[src/rtl/brk_pkg.sv]
package brk_pkg;

    localparam int unsigned MASTER_N  = 3;
    localparam int unsigned FIELD_W   = 2;
    localparam int unsigned COND_W    = MASTER_N + 4 * FIELD_W;
    localparam int unsigned REG_WORDS = 4;
    localparam int unsigned RADDR_W   = $clog2(REG_WORDS);

    localparam logic [RADDR_W-1:0] W_CMP  = 2'd0;
    localparam logic [RADDR_W-1:0] W_MASK = 2'd1;
    localparam logic [RADDR_W-1:0] W_COND = 2'd2;
    localparam logic [RADDR_W-1:0] W_STAT = 2'd3;

    typedef struct packed {
        logic [MASTER_N-1:0] master_sel;
        logic [FIELD_W-1:0]  bus_kind;
        logic [FIELD_W-1:0]  access_kind;
        logic [FIELD_W-1:0]  direction;
        logic [FIELD_W-1:0]  size;
    } cond_t;

    typedef enum logic [0:0] {
        BRK_IDLE = 1'b0,
        BRK_FIRE = 1'b1
    } brk_state_t;

    function automatic logic two_way_ok(input logic [FIELD_W-1:0] fld,
                                        input logic second);
        if (fld == '0) return 1'b1;
        return second ? fld[1] : fld[0];
    endfunction

endpackage

[src/rtl/brk_regs.sv]
module brk_regs
    import brk_pkg::*;
#(
    parameter int unsigned AW = 32
) (
    input  logic               clk,
    input  logic               rst_n,
    input  logic [RADDR_W-1:0] reg_addr,
    input  logic               reg_we,
    input  logic [AW-1:0]      reg_wdata,
    output logic [AW-1:0]      reg_rdata,
    input  logic               set_hit,
    output logic [AW-1:0]      cmp_addr,
    output logic [AW-1:0]      cmp_mask,
    output cond_t              cond
);

    logic  sticky_q;
    logic  clr_hit;
    cond_t cond_q;

    assign clr_hit = reg_we && (reg_addr == W_STAT) && !reg_wdata[0];

    always_ff @(posedge clk or negedge rst_n) begin
        if (!rst_n) begin
            cmp_addr <= '0;
            cmp_mask <= '0;
            cond_q   <= '0;
        end else if (reg_we) begin
            unique case (reg_addr)
                W_CMP:   cmp_addr <= reg_wdata;
                W_MASK:  cmp_mask <= reg_wdata;
                W_COND:  cond_q   <= cond_t'(reg_wdata[COND_W-1:0]);
                default: ;
            endcase
        end
    end

    always_ff @(posedge clk or negedge rst_n) begin
        if (!rst_n)       sticky_q <= 1'b0;
        else if (set_hit) sticky_q <= 1'b1;
        else if (clr_hit) sticky_q <= 1'b0;
    end

    always_comb begin
        reg_rdata = '0;
        unique case (reg_addr)
            W_CMP:   reg_rdata = cmp_addr;
            W_MASK:  reg_rdata = cmp_mask;
            W_COND:  reg_rdata[COND_W-1:0] = cond_q;
            W_STAT:  reg_rdata[0] = sticky_q;
            default: ;
        endcase
    end

    assign cond = cond_q;

    AST_STICKY_SET: assert property (@(posedge clk) disable iff (!rst_n)
        set_hit |=> (reg_addr != W_STAT) || reg_rdata[0]);
    AST_STICKY_HOLD: assert property (@(posedge clk) disable iff (!rst_n)
        (sticky_q && !clr_hit) |=> sticky_q);
    AST_RSV_READ_ZERO: assert property (@(posedge clk) disable iff (!rst_n)
        (reg_addr == W_COND) |-> (reg_rdata[AW-1:COND_W] == '0));

endmodule

[src/rtl/brk_addr_cmp.sv]
module brk_addr_cmp #(
    parameter int unsigned AW = 32
) (
    input  logic          clk,
    input  logic          rst_n,
    input  logic [AW-1:0] bus_addr,
    input  logic [AW-1:0] cmp_addr,
    input  logic [AW-1:0] cmp_mask,
    output logic          addr_ok
);

    logic [AW-1:0] bit_ok;

    for (genvar i = 0; i < AW; i++) begin : g_bit
        assign bit_ok[i] = cmp_mask[i] | ~(bus_addr[i] ^ cmp_addr[i]);
    end

    assign addr_ok = &bit_ok;

    AST_FULL_MASK_AGREES: assert property (@(posedge clk) disable iff (!rst_n)
        (&cmp_mask) |-> addr_ok);
    AST_NO_MASK_EXACT: assert property (@(posedge clk) disable iff (!rst_n)
        ((cmp_mask == '0) && (bus_addr != cmp_addr)) |-> !addr_ok);

endmodule

[src/rtl/brk_attr_filter.sv]
module brk_attr_filter
    import brk_pkg::*;
(
    input  logic       clk,
    input  logic       rst_n,
    input  cond_t      cond,
    input  logic       bus_is_local,
    input  logic [1:0] bus_master,
    input  logic       bus_is_data,
    input  logic       bus_is_write,
    input  logic [1:0] bus_size,
    output logic       attr_ok
);

    logic [MASTER_N-1:0] admit;
    logic master_ok, kind_ok, access_ok, dir_ok, size_ok;

    for (genvar m = 0; m < MASTER_N; m++) begin : g_master
        assign admit[m] = cond.master_sel[m] && (bus_master == 2'(m));
    end

    always_comb begin
        master_ok = bus_is_local || (|admit);
        kind_ok   = two_way_ok(cond.bus_kind, !bus_is_local);
        access_ok = two_way_ok(cond.access_kind, bus_is_data);
        dir_ok    = two_way_ok(cond.direction, bus_is_write);
        size_ok   = (cond.size == '0) || (cond.size == bus_size);
        attr_ok   = master_ok && kind_ok && access_ok && dir_ok && size_ok;
    end

    AST_NO_MASTER_NO_HIT: assert property (@(posedge clk) disable iff (!rst_n)
        (!bus_is_local && (cond.master_sel == '0)) |-> !attr_ok);
    AST_SIZE_MISMATCH: assert property (@(posedge clk) disable iff (!rst_n)
        ((cond.size != '0) && (cond.size != bus_size)) |-> !attr_ok);

endmodule

[src/rtl/brk_pulse_fsm.sv]
module brk_pulse_fsm
    import brk_pkg::*;
(
    input  logic clk,
    input  logic rst_n,
    input  logic bus_hit,
    output logic brk_pulse
);

    brk_state_t state_q, state_d;

    always_comb begin
        state_d = state_q;
        unique case (state_q)
            BRK_IDLE: if (bus_hit)  state_d = BRK_FIRE;
            BRK_FIRE: if (!bus_hit) state_d = BRK_IDLE;
            default:  state_d = BRK_IDLE;
        endcase
    end

    always_ff @(posedge clk or negedge rst_n) begin
        if (!rst_n) state_q <= BRK_IDLE;
        else        state_q <= state_d;
    end

    always_comb begin
        brk_pulse = 1'b0;
        unique case (state_q)
            BRK_IDLE: brk_pulse = 1'b0;
            BRK_FIRE: brk_pulse = 1'b1;
            default:  brk_pulse = 1'b0;
        endcase
    end

    AST_PULSE_AFTER_HIT: assert property (@(posedge clk) disable iff (!rst_n)
        bus_hit |=> brk_pulse);
    AST_NO_SPURIOUS_PULSE: assert property (@(posedge clk) disable iff (!rst_n)
        !bus_hit |=> !brk_pulse);

endmodule

[src/rtl/brk_cond_match.sv]
module brk_cond_match
    import brk_pkg::*;
#(
    parameter int unsigned AW = 32
) (
    input  logic               clk,
    input  logic               rst_n,
    input  logic [RADDR_W-1:0] reg_addr,
    input  logic               reg_we,
    input  logic [AW-1:0]      reg_wdata,
    output logic [AW-1:0]      reg_rdata,
    input  logic               bus_valid,
    input  logic [AW-1:0]      bus_addr,
    input  logic               bus_is_local,
    input  logic [1:0]         bus_master,
    input  logic               bus_is_data,
    input  logic               bus_is_write,
    input  logic [1:0]         bus_size,
    output logic               brk_pulse
);

    logic [AW-1:0] cmp_addr, cmp_mask;
    cond_t         cond;
    logic          addr_ok, attr_ok, bus_hit;

    brk_regs #(.AW(AW)) u_regs (
        .clk(clk), .rst_n(rst_n),
        .reg_addr(reg_addr), .reg_we(reg_we),
        .reg_wdata(reg_wdata), .reg_rdata(reg_rdata),
        .set_hit(bus_hit),
        .cmp_addr(cmp_addr), .cmp_mask(cmp_mask), .cond(cond)
    );

    brk_addr_cmp #(.AW(AW)) u_addr (
        .clk(clk), .rst_n(rst_n),
        .bus_addr(bus_addr), .cmp_addr(cmp_addr), .cmp_mask(cmp_mask),
        .addr_ok(addr_ok)
    );

    brk_attr_filter u_attr (
        .clk(clk), .rst_n(rst_n), .cond(cond),
        .bus_is_local(bus_is_local), .bus_master(bus_master),
        .bus_is_data(bus_is_data), .bus_is_write(bus_is_write),
        .bus_size(bus_size), .attr_ok(attr_ok)
    );

    assign bus_hit = bus_valid && addr_ok && attr_ok;

    brk_pulse_fsm u_fsm (
        .clk(clk), .rst_n(rst_n), .bus_hit(bus_hit), .brk_pulse(brk_pulse)
    );

    AST_INVALID_NO_HIT: assert property (@(posedge clk) disable iff (!rst_n)
        !bus_valid |=> !brk_pulse);

endmodule

[config.mk]
export PLATFORM = sky130hd
export DESIGN_NAME = brk_cond_match
export DESIGN_NICKNAME = d
export VERILOG_FILES = /design/src/rtl/brk_pkg.sv /design/src/rtl/brk_regs.sv /design/src/rtl/brk_addr_cmp.sv /design/src/rtl/brk_attr_filter.sv /design/src/rtl/brk_pulse_fsm.sv /design/src/rtl/brk_cond_match.sv
export SDC_FILE = /design/constraint.sdc
export NUM_CORES = 1
export LEC_CHECK = 0
export ABC_CLOCK_PERIOD_IN_PS = 1600
export CELL_PAD_IN_SITES_DETAIL_PLACEMENT = 1
export CELL_PAD_IN_SITES_GLOBAL_PLACEMENT = 1
export CORE_AREA = 2 2 106 108
export DETAILED_ROUTE_END_ITERATION = 10
export DIE_AREA = 0 0 108 110
export PLACE_DENSITY_LB_ADDON = 0.1
export SLEW_MARGIN = 20
export SYNTH_ARGS = -nofsm -noshare
export SYNTH_HDL_FRONTEND = slang
export SYNTH_SLANG_ARGS = --single-unit
export TNS_END_PERCENT = 100
[constraint.sdc]
create_clock -name clk -period 1.6 [get_ports clk]
set_input_delay 0.24 -clock clk [delete_from_list [all_inputs] [get_ports clk]]
set_output_delay 0.24 -clock clk [all_outputs]
set_load 0.05 [all_outputs]
==> flow_metrics.py <==
metrics = {
    "sta": {
        "fmax_mhz": 607,
        "tightestPinTransition_ns": 0.416,
        "finalHoldViolations": 0,
        "finalWorstSetupSlack_ns": -0.0462,
        "grt_setup_unrepaired": "yes",
        "final-setup-viol-count": 1,
        "max-slew-margin-rel": 0.723,
        "finalWorstPathRequiredPeriod_ns": 1.65,
        "drv_slew": 0,
        "final.period_utilization": 1.03,
        "finalClockSkew_ns": 0.00512,
    },
    "clock_network": {
        "numCtsBuffers": 9,
        "cts_htree_levels": 3,
        "ctsLongestPathBuffers": 2,
        "root_buffer_selected_by_cts": "clkbuf_8",
        "cts_sinks": 77,
        "tritoncts": "done",
        "clk_pin_slew_ns": 0.08,
        "insertion_delay_ns": 0.35,
    },
    "yosys": {
        "synth_top_family_by_area": "multiplexers",
        "syn_nets": 401,
        "post_synth_edffs": 0,
        "synthArstFlopShare": 1.00,
        "adder_cell_fraction_of_synth_area": 0,
        "most_instantiated_flip_flop_cell_in_the_synthesis_netlist": "dfrtp_1",
        "synth.yosys.seq_area_share": 0.480,
        "yosys.area_share.simple": 0.0695,
        "syn_area_per_cell_sq_um": 12.4,
        "yosys_register_bits": 77,
        "synth_cell_type_count": 32,
        "yosys_warnings": 0,
        "muxShareOfSynthArea": 0.293,
        "synth_compound_gate_area_share": 0.0524,
        "syn-cell-area_sq_mm": 0.00401,
        "synth_xor_xnor_area_share": 0.0698,
        "netlist_instances": 324,
    },
    "routing": {
        "detailed_route_vias_per_instance": 4.96,
        "drt-initial-drc-count": 67,
        "routed_wirelength_microns": 10700,
        "drt-pass1-iter-count": 6,
        "num_vias": 2997,
        "postRouteAntennaNets": 0,
        "wl_per_cell_microns": 17.7,
        "drt_drc_violations_left": 0,
    },
    "die": {
        "boundaryPins": 110,
        "die_width_microns": 108,
        "die-height_microns": 110,
        "std_cell_rows": 38,
        "start_util": 0.375,
        "design.die.area_sq_mm": 0.0119,
        "core_area_sq_mm": 0.0107,
    },
    "status": {
        "outcome": "finished with violations",
        "violations_in_the_final_reports": "setup timing",
    },
    "setup_path": {
        "worstSetupStartpointType": "flip-flop",
        "critical_path_arrival_ns": 1.41,
        "timing.critical_path.slowest_cell_delay_ns": 0.48,
        "r2r_start": "u_regs.cmp_addr[26]",
        "path_buf_inv": 1,
        "worst_ep_required_time_ns": 1.36,
        "crit_start": "u_regs.cmp_mask[0]",
        "worstPathCellList": "mux4_2 > buf_6",
        "cp_slowest_cell": "mux4_2",
        "critical_path.reg2reg.endpoint": "u_regs.sticky_q",
        "cp-end-kind": "output pin",
        "cpLargestDelayFamily": "multiplexers",
        "ff2ff_path_depth": 6,
        "worst_r2r_setup_slack_ns": 0.11,
        "timing.setup.critical_path_class": "reg2out",
        "critical_path_peak_fanout": 3,
    },
    "pwr": {
        "power.total_w": 0.00651,
        "power-per-cell-area_mw_per_mm2": 1080,
        "leakagePower_nw": 2.52,
        "ir_drop_mv": 0.474,
    },
    "cells_and_area": {
        "syn_to_final_growth_pct": 50.5,
        "finish.net_count": 537,
        "multi_input_area_sq_mm": 0.00201,
        "finalNonFillerCells": 604,
        "num-fill-cells": 1126,
        "post_route_cells_drive_above_1_share": 0.386,
        "register_area_sq_mm": 0.00193,
        "final_design_area_no_fill_sq_mm": 0.00604,
        "final_core_util": 0.564,
        "antennaDiodeCount": 0,
    },
    "grt": {
        "grt_antenna_before_repair": 0,
        "grt_util_all_layers": 0.191,
        "vias_in_the_first_global_route": 3278,
        "grt_pass1_wl_microns": 16900,
        "grt_start_max_net_pins": 78,
        "gr-total-overflow": 0,
    },
    "placed_design": {
        "io_buffers": 109,
        "place_hpwl_microns": 8110,
        "place.gp.congestion": 0.763,
        "cells_after_dpl": 584,
        "detailed_place.area_sq_mm": 0.00579,
    },
    "flow_run": {
        "timing.max_cap.violations": 0,
    },
    "min_path": {
        "holdCritPathClass": "in2async",
    },
}
kinds of logic (layout without fill, tap and decap cells):
| kind of cell | after synthesis | in the layout |
|---|---|---|
| and+or+nand+nor | 55 | 55 |
| DFF | 77 | 77 |
| buffers and inverters | 20 | 160 |
| AOI/OAI and AO/OA | 33 | 33 |
| xor gates and xnor gates | 32 | 32 |
| muxes | 107 | 107 |
synth_stat cells, types with 2 or more instances:
library cell   n  area (sq um)
a21boi_0       2          15.0
buf_2          6          30.0
buf_6          7          78.8
clkbuf_1       2          7.51
dfrtp_1       77          1930
inv_1          4          15.0
mux2_1         4          45.0
mux2_2        71           800
mux2i_1       31           310
nand2_1       13          48.8
nand3b_1       2          15.0
nor2_1        26          97.6
nor3_1         2          10.0
nor4_1         3          18.8
o21ai_0       11          55.1
o221ai_1       2          17.5
o22ai_1       14          87.6
or3b_2         2          17.5
xnor2_1       32           280
area by class of cell:
| class | instances | share of cell area |
|---|---|---|
| Tap cell | 140 | 0.0290 |
| Clock inverter | 1 | 0.00497 |
| Multi-Input combinational cell | 227 | 0.333 |
| Clock buffer | 14 | 0.0269 |
| Timing Repair Buffer | 141 | 0.285 |
| Sequential cell | 77 | 0.319 |
| Inverter | 4 | 0.00249 |
repair_timing:
item / CTS / global route
gates resized for setup: 5 / 4
hold buffers: 1 / 0
hold endpoints to repair: 77 / 0
pin swaps: 0 / 6
endpoints found under the setup margin: 6 / 7
setup buffers: 1 / 3
state kept, by name, indices dropped and copies added (netlist names):
signal,cells
u_regs.cmp_addr,32
u_regs.sticky_q,1
u_regs.cond,11
u_fsm.state_q,1
u_regs.cmp_mask,32
cells in the final DEF, fill, tap and decap left out, drive strengths merged, types with 2 or more instances in the layout:
master / instances
mux2i: 31
nor2: 26
o21ai: 12
clkbuf: 14
o22ai: 14
nor3: 2
a21boi: 2
dfrtp: 77
inv: 4
o221ai: 2
nand2: 13
or3b: 2
nor4: 3
buf: 67
nand3b: 3
xnor2: 32
clkdlybuf4s50: 73
mux2: 75
metal layers:
layer	vias to the layer above	part of all wire	global-route usage
li1	1420	-	-
met5	-	0	0
met1	1496	0.42	0.233
met2	71	0.51	0.334
met4	0	0.012	0.0595
met3	10	0.052	0.0476
worst max path at each step:
stage,endpoint,cells after the start
global route,reg_rdata[0],2
finish,reg_rdata[0],2
detailed placement,u_regs.sticky_q,7
CTS,reg_rdata[0],2
global placement,u_regs.sticky_q,7
floorplan,reg_rdata[10],3
where the power goes:
part | total [W] | switching, W | internal [W]
Clock | 0.00148 | 0.000679 | 0.000801
Combinational | 0.00241 | 0.00110 | 0.00131
Sequential | 0.00262 | 0.000315 | 0.00231
per-stage QoR:
| stage | setup TNS [ns] | hold WS, ns | setup WS, ns |
|---|---|---|---|
| detailed placement | -3.84 | 0.298 | -0.329 |
| global placement | -2.76 | 0.299 | -0.313 |
| CTS | -0.0760 | 0.456 | -0.0760 |
| floorplan | -1.95 | -0.0556 | -0.305 |
| finish | -0.0462 | 0.458 | -0.0462 |
| global route | -0.108 | 0.482 | -0.0906 |
worst register-to-register path: stages, from the launching register on:
cell and delay (ns):
dfrtp_1 0.41, xnor2_1 0.19, nor2_1 0.07, nor4_2 0.33, buf_4 0.16, nand4_1 0.11
o21ai_1 0.15
(Power assumes the default switching activity.)
